### src/rtl/steer_pkg.sv
package steer_pkg;
    localparam int DATA_W  = 8;
    localparam int ADDR_W  = 16;
    localparam int PLANES  = 4;
    localparam int PSEL_W  = $clog2(PLANES);

    // index values decoded inside the two indexed groups
    localparam logic [DATA_W-1:0] SEQ_IX_MASK  = 8'h02;
    localparam logic [DATA_W-1:0] SEQ_IX_MODE  = 8'h04;
    localparam logic [DATA_W-1:0] GFX_IX_RMAP  = 8'h04;
    localparam logic [DATA_W-1:0] GFX_IX_MODE  = 8'h05;
    localparam logic [DATA_W-1:0] GFX_IX_CHAIN = 8'h06;

    localparam int BIT_WR_LINEAR = 2;
    localparam int BIT_RD_OE     = 4;
    localparam int BIT_CHAIN     = 1;
    localparam int BIT_PAGE      = 5;

    typedef struct packed {
        logic [PLANES-1:0] map_mask;
        logic              wr_linear;
        logic              rd_oe;
        logic              chain_oe;
        logic [PSEL_W-1:0] rd_map;
        logic              hi_page;
    } steer_cfg_t;

    typedef struct packed {
        logic              req;
        logic              we;
        logic [ADDR_W-1:0] addr;
    } host_acc_t;

    function automatic logic [PSEL_W-1:0] pick_rd_plane(
        input logic [PSEL_W-1:0] rmap, input logic oe, input logic a0);
        return oe ? {rmap[PSEL_W-1:1], a0} : rmap;
    endfunction
endpackage

### src/rtl/steer_cfg.sv
module steer_cfg
    import steer_pkg::*;
(
    input  logic              clk,
    input  logic              rst,
    input  logic              seq_idx_wr,
    input  logic              seq_dat_wr,
    input  logic              gfx_idx_wr,
    input  logic              gfx_dat_wr,
    input  logic              outctl_wr,
    input  logic [DATA_W-1:0] wdata,
    output steer_cfg_t        cfg
);
    logic [DATA_W-1:0] seq_ix, gfx_ix;

    always_ff @(posedge clk) begin
        if (rst) begin
            seq_ix <= '0;
            gfx_ix <= '0;
            cfg    <= '0;
        end else begin
            if (seq_idx_wr) seq_ix <= wdata;
            if (gfx_idx_wr) gfx_ix <= wdata;
            if (seq_dat_wr) begin
                case (seq_ix)
                    SEQ_IX_MASK: cfg.map_mask  <= wdata[PLANES-1:0];
                    SEQ_IX_MODE: cfg.wr_linear <= wdata[BIT_WR_LINEAR];
                    default: ;
                endcase
            end
            if (gfx_dat_wr) begin
                case (gfx_ix)
                    GFX_IX_RMAP:  cfg.rd_map   <= wdata[PSEL_W-1:0];
                    GFX_IX_MODE:  cfg.rd_oe    <= wdata[BIT_RD_OE];
                    GFX_IX_CHAIN: cfg.chain_oe <= wdata[BIT_CHAIN];
                    default: ;
                endcase
            end
            if (outctl_wr) cfg.hi_page <= wdata[BIT_PAGE];
        end
    end

    // with no data write, the decoded controls hold
    assert_hold_R8: assert property (@(posedge clk) disable iff (rst)
        !(seq_dat_wr || gfx_dat_wr || outctl_wr) |=> $stable(cfg));
    // an unmapped sequencer index leaves the mask and mode unchanged
    assert_unmapped_R8: assert property (@(posedge clk) disable iff (rst)
        (seq_dat_wr && seq_ix != SEQ_IX_MASK && seq_ix != SEQ_IX_MODE)
        |=> ($stable(cfg.map_mask) && $stable(cfg.wr_linear)));
endmodule

### src/rtl/steer_map.sv
module steer_map
    import steer_pkg::*;
(
    input  steer_cfg_t        cfg,
    input  host_acc_t         acc,
    output logic [PLANES-1:0] wen,
    output logic [PSEL_W-1:0] rsel,
    output logic [ADDR_W-1:0] offs
);
    logic wr_acc;
    assign wr_acc = acc.req & acc.we;

    for (genvar p = 0; p < PLANES; p++) begin : g_plane
        localparam logic ODD = ((p % 2) == 1);
        logic pair_ok;
        assign pair_ok = cfg.wr_linear | (acc.addr[0] == ODD);
        assign wen[p]  = wr_acc & cfg.map_mask[p] & pair_ok;
    end

    assign rsel = pick_rd_plane(cfg.rd_map, cfg.rd_oe, acc.addr[0]);
    assign offs = cfg.chain_oe ? {acc.addr[ADDR_W-1:1], cfg.hi_page} : acc.addr;
endmodule

### src/rtl/plane_addr_steer.sv
module plane_addr_steer
    import steer_pkg::*;
(
    input  logic              clk,
    input  logic              rst,
    input  logic              seq_idx_wr,
    input  logic              seq_dat_wr,
    input  logic              gfx_idx_wr,
    input  logic              gfx_dat_wr,
    input  logic              outctl_wr,
    input  logic [7:0]        cfg_wdata,
    input  logic              host_req,
    input  logic              host_we,
    input  logic [15:0]       host_addr,
    output logic [3:0]        plane_wen,
    output logic [1:0]        rd_plane,
    output logic [15:0]       plane_addr
);
    steer_cfg_t cfg;
    host_acc_t  acc;

    assign acc = '{req: host_req, we: host_we, addr: host_addr};

    steer_cfg u_cfg (
        .clk(clk), .rst(rst),
        .seq_idx_wr(seq_idx_wr), .seq_dat_wr(seq_dat_wr),
        .gfx_idx_wr(gfx_idx_wr), .gfx_dat_wr(gfx_dat_wr),
        .outctl_wr(outctl_wr), .wdata(cfg_wdata), .cfg(cfg)
    );

    steer_map u_map (
        .cfg(cfg), .acc(acc),
        .wen(plane_wen), .rsel(rd_plane), .offs(plane_addr)
    );

    assert_idle_R7: assert property (@(posedge clk) disable iff (rst)
        !(host_req && host_we) |-> plane_wen == '0);
    assert_pair_R3: assert property (@(posedge clk) disable iff (rst)
        (!cfg.wr_linear && !host_addr[0]) |-> (plane_wen & 4'b1010) == '0);
    assert_subset_R2: assert property (@(posedge clk) disable iff (rst)
        (plane_wen & ~cfg.map_mask) == '0);
    assert_rdsel_R4: assert property (@(posedge clk) disable iff (rst)
        cfg.rd_oe |-> rd_plane[0] == host_addr[0]);
    assert_chain_R5: assert property (@(posedge clk) disable iff (rst)
        cfg.chain_oe |-> plane_addr[15:1] == host_addr[15:1]);
    assert_pass_R5: assert property (@(posedge clk) disable iff (rst)
        !cfg.chain_oe |-> plane_addr == host_addr);
endmodule

### config.mk
export PLATFORM = sky130hd
export DESIGN_NAME = plane_addr_steer
export DESIGN_NICKNAME = d
export VERILOG_FILES = /design/src/rtl/steer_pkg.sv /design/src/rtl/steer_cfg.sv /design/src/rtl/steer_map.sv /design/src/rtl/plane_addr_steer.sv
export SDC_FILE = /design/constraint.sdc
export NUM_CORES = 1
export LEC_CHECK = 0
export ABC_AREA = 1
export BUFFER_PORTS_ARGS = -buffer_cell sky130_fd_sc_hd__buf_2
export CAP_MARGIN = 20
export CORE_MARGIN = 3
export CORE_UTILIZATION = 45
export CTS_CLUSTER_DIAMETER = 60
export DETAILED_ROUTE_END_ITERATION = 7
export PLACE_DENSITY = 0.8
export RECOVER_POWER = 50
export REMOVE_ABC_BUFFERS = 1
export SLEW_MARGIN = 20
export SYNTH_ARGS = -nofsm -noshare
export SYNTH_HDL_FRONTEND = slang
export SYNTH_SLANG_ARGS = --single-unit
### constraint.sdc
create_clock -name clk -period 1.2 [get_ports clk]
set_input_delay 0.18 -clock clk [delete_from_list [all_inputs] [get_ports clk]]
set_output_delay 0.18 -clock clk [all_outputs]
set_load 0.005 [all_outputs]
* Word-level counts from Yosys, hierarchy flattened
Index checks and enable logic that the tools add are counted.
** Operators by class
- Muxes and demuxes :: 2
- Equality and inequality tests :: 5
- Bitwise logic cells :: 12
- Reductions and logical operators :: 5
** Operators with widths (count)
- 8-bit by 3-bit == test with 1-bit output (second input constant) :: 4
- 2-bit AND reduction :: 5
- 1-bit AND :: 9
- 8-bit by 2-bit == test with 1-bit output (second input constant) :: 1
- 1-bit 2-to-1 mux :: 2
- 1-bit bitwise OR :: 2
- 1-bit NOT :: 1
** Storage, ports and cells
- Word-level logic and storage cells :: 32
- Bits of input ports :: 33
- Flip-flop bits (word level) :: 26
- Output and inout port bits :: 22

* Longest topological paths before layout
- Depth after elaboration :: 3
- Mapped depth :: 7
- Depth with buffers taken out :: 7

* Modules after synthesis
From an unflattened synthesis, not the netlist that was laid out.
** Second synthesis, totals
- Cells, all modules :: 170
- Area, all modules :: 1243.7 sq um
** By module, submodules not included
- steer_cfg :: cells an instance 138, area an instance 1049.8 sq um, times used 1, sequential area each 520.5 sq um
- steer_map :: cells an instance 32, area an instance 193.9 sq um, times used 1, sequential area each 0.0 sq um

* Least setup slack after synthesis
No wires, ideal clock.
- Path type :: reg2reg
- Start :: register u_cfg.gfx_ix[3]
- End :: register u_cfg.cfg[1] (netlist name)
- Period minus slack after synthesis :: 870 ps
- Stages on the path, launching flop included :: 7
- Data required time :: 1085 ps
- Slack :: 330 ps
- Path buffers :: 0
- Arrival time :: 755 ps
- Setup time :: 115 ps
- Cell sequence :: dfxtp_1 inv_1 nand3_2 nor2_4 nand3_1 nand2_1 nor2_1
** On the way
- Cells in the longest elaborated chain, start to end :: 2
** RTL lines
- start: declaration :: line steer_cfg.sv:14 : logic [DATA_W-1:0] seq_ix, gfx_ix;
- start signal: assignment :: line steer_cfg.sv:23 : if (gfx_idx_wr) gfx_ix <= wdata;
- 8-bit by 3-bit == test with 1-bit output :: line steer_cfg.sv:32 : case (gfx_ix)
- 2-bit AND reduction (no source line)
No other way between the ends.
A chain may end at the register's enable or synchronous reset.

* Worst setup path after layout
- Start :: register u_cfg.cfg[5] (netlist name)
- End :: output port plane_wen[3]
** On the way
- Cells in the longest elaborated chain, start to end :: 2
** RTL lines
- 1-bit bitwise OR :: line steer_map.sv:16 : assign pair_ok = cfg.wr_linear | (acc.addr[0] == ODD);
- 1-bit AND :: line steer_map.sv:17 : assign wen[p] = wr_acc & cfg.map_mask[p] & pair_ok;
- end: declaration :: line plane_addr_steer.sv:15 : output logic [3:0] plane_wen,
No other way between the ends.

==> results.txt <==
Synth area leaders: dfxtp_1, buf_4, nor2_1, o21ai_0, a21oi_1
I/O pin count: 55
Post-synth EDFFs: 0
Post-detail-place hpwl: 1870 µm
Port bufs: 24
Total CTS buffers: 3
Starting Density: 48.6%
Layout area overhead: 7.52%
P per Cell Area: 1180 nW/µm²
Comb pwr share: 13.0%
Flop pwr share: 58.9%
Critical Path RT: 1.02 ns
Antenna-violating nets left: 0
Vias in the first global route: 887
WL per Instance: 12.0 µm
Worst Setup End Kind: primary output
Place WS: 0.258 ns
Hold-fix buffers at CTS: 0
Seq/Total Area, Yosys: 41.7%
TritonCTS Sinks: 26
Row cnt: 18
Status: complete, but fails checks
Final hold violation count: 0
Postcts setup bufs: 0
Die area: 3440 µm²
Synthesis-stage register bit count: 26
Core box area: 2570 µm²
Drt drc: 0
Most frequent cells after synthesis: nor2_1, dfxtp_1, inv_1
Final Max Tran Viols: 0
Max H-tree Level: 1
Yosys top cell area share: 41.7%
Mapped Area: 1250 µm²
Synth area leader: dfxtp_1
Worst Tran Pin Value: 0.181 ns
Worst Path Max Fanout: 3
Max IR drop VDD: 1.05 mV
YS warnings: 0
Rel. slew slack: 87.9%
Clock Tree Root: clkbuf_4
Placer Congestion: 0.763
Final period util: 101%
Hold Crit Class: in2reg
CTS clk-pin slew, worst paths: 0.14 ns
Worst setup margin: -0.0114 ns
Crit Path Class: reg2out
Net switching power: 407 µW
Min cycle time layout: 1.21 ns
Clock skew: 0.00175 ns
Max_cap viols: 0
Mean Syn Cell Area: 7.18 µm²
Worst EP arrival: 1.03 ns
Ant. Diodes: 0
Mapped Cells: 174
RSZ-0062 raised after global routing: true
Iteration-0 DRC Markers: 30
Max Root-Sink Buffers: 2
Routed via count: 1041
Later-pin clock latency in the skew report: 0.32 ns
DR pass1 iterations: 4
Initial antenna violation count: 0
Maximum number of pins on one net before global-route repair: 27
Internal power: 1.18 mW
GRT Util Overall: 15.3%
Die X: 58.7 µm
Clock share of power: 28.1%
Vias per std cell: 4.89
Ys async rst share: 0%
Layout cell share with drive strength beyond 1: 25.1%
Finish-stage setup viols: 2
CTS tree: yes
Fmax: 825 MHz
Global route overflow: 0
Post-synth cell types: 18
PnR Total Power: 1.58 mW
Fin nets: 217
Top_reg_cell synth: dfxtp_1
Post-Route WL: 2570 µm
Sw Share: 25.7%
Startpoint types: register
Global-route wire length before repair: 4060 µm
DIE HEIGHT: 58.7 µm
Most numerous cell in the Yosys netlist: nor2_1
Failing checks: setup timing
Leak: 0.655 nW
-- layer usage --
metal | track usage, % | up-vias | routed length, µm
li1 | - | 549 | -
met1 | 20.7 | 447 | 1200
met2 | 21.5 | 43 | 1060
met3 | 9.43 | 2 | 287
met4 | 1.94 | 0 | 12
met5 | 0 | - | 0
-- stage by stage --
step,instances,hold slack (ns),area (µm²),util [%],TNS (ns)
after global placement,209,0.360,1280,49.8,0
after global routing,213,0.0220,1340,52.3,-0.280
after CTS,213,0.0264,1320,51.2,-0.00389
after floorplan,154,0.272,1100,-,0
after detailed placement,209,0.360,1280,49.8,0
final,213,0.0219,1340,52.3,-0.0152
-- what timing repair did --
item / CTS / global route
gates resized for setup: 1 / 11
setup endpoints to repair: 4 / 6
pin swaps: 0 / 3
-- placed cells by master (no fill, tap or decap), drive strengths merged --
cell / count
nand3: 8
clkinv: 1
buf: 25
clkbuf: 4
a21oi: 17
nor2: 36
inv: 22
and2: 1
nor3: 4
nand2: 21
dfxtp: 26
o21ai: 18
-- cell families after synthesis --
kind of cell | Yosys count | synth area share, %
AO/OA/AOI/OAI | 35 | 14.0
buffers and inverters | 43 | 18.8
flip-flops | 26 | 41.7
AND/OR/NAND/NOR | 70 | 25.5
-- area by class of cell --
| cell class | count | area (µm²) |
|---|---|---|
| sequential | 26 | 529 |
| timing repair buffer | 25 | 140 |
| tap | 30 | 37.5 |
| multi-input combinational | 105 | 513 |
| fill | 271 | 1220 |
| inverter | 23 | 86.3 |
| clock buffer | 4 | 36.3 |
-- final timing paths --
path	cells after the start	to	slack, ns	start
worst max-delay path	3	plane_wen[3]	-0.01	u_cfg.cfg[5]
worst min-delay path	2	u_cfg.cfg[0]	0.02	outctl_wr
worst max register to register	6	u_cfg.cfg[2]	0.25	u_cfg.gfx_ix[7]
worst min register to register	2	u_cfg.seq_ix[2]	0.47	u_cfg.seq_ix[2]
-- critical path: stages, from the launching register on --
cell and delay [ns]:
dfxtp_4 0.39, nor2_4 0.04, nor3_2 0.15, buf_2 0.13
-- sequential cells by signal, summed over array words and instances (netlist names) --
| register | flops |
|---|---|
| u_cfg.cfg | 10 |
| u_cfg.gfx_ix | 8 |
| u_cfg.seq_ix | 8 |
-- power by group through the flow --
stage          Clock [mW]  Sequential (mW)  Combinational [mW]
2_1_floorplan           0            0.946               0.124
3_3_place_gp            0            0.951               0.198
3_5_place_dp            0            0.952               0.201
4_1_cts             0.457            0.933               0.202
5_1_grt             0.488            0.938               0.238
6_report            0.445            0.932               0.206
No activity file was read; power rests on OpenSTA's default activity.
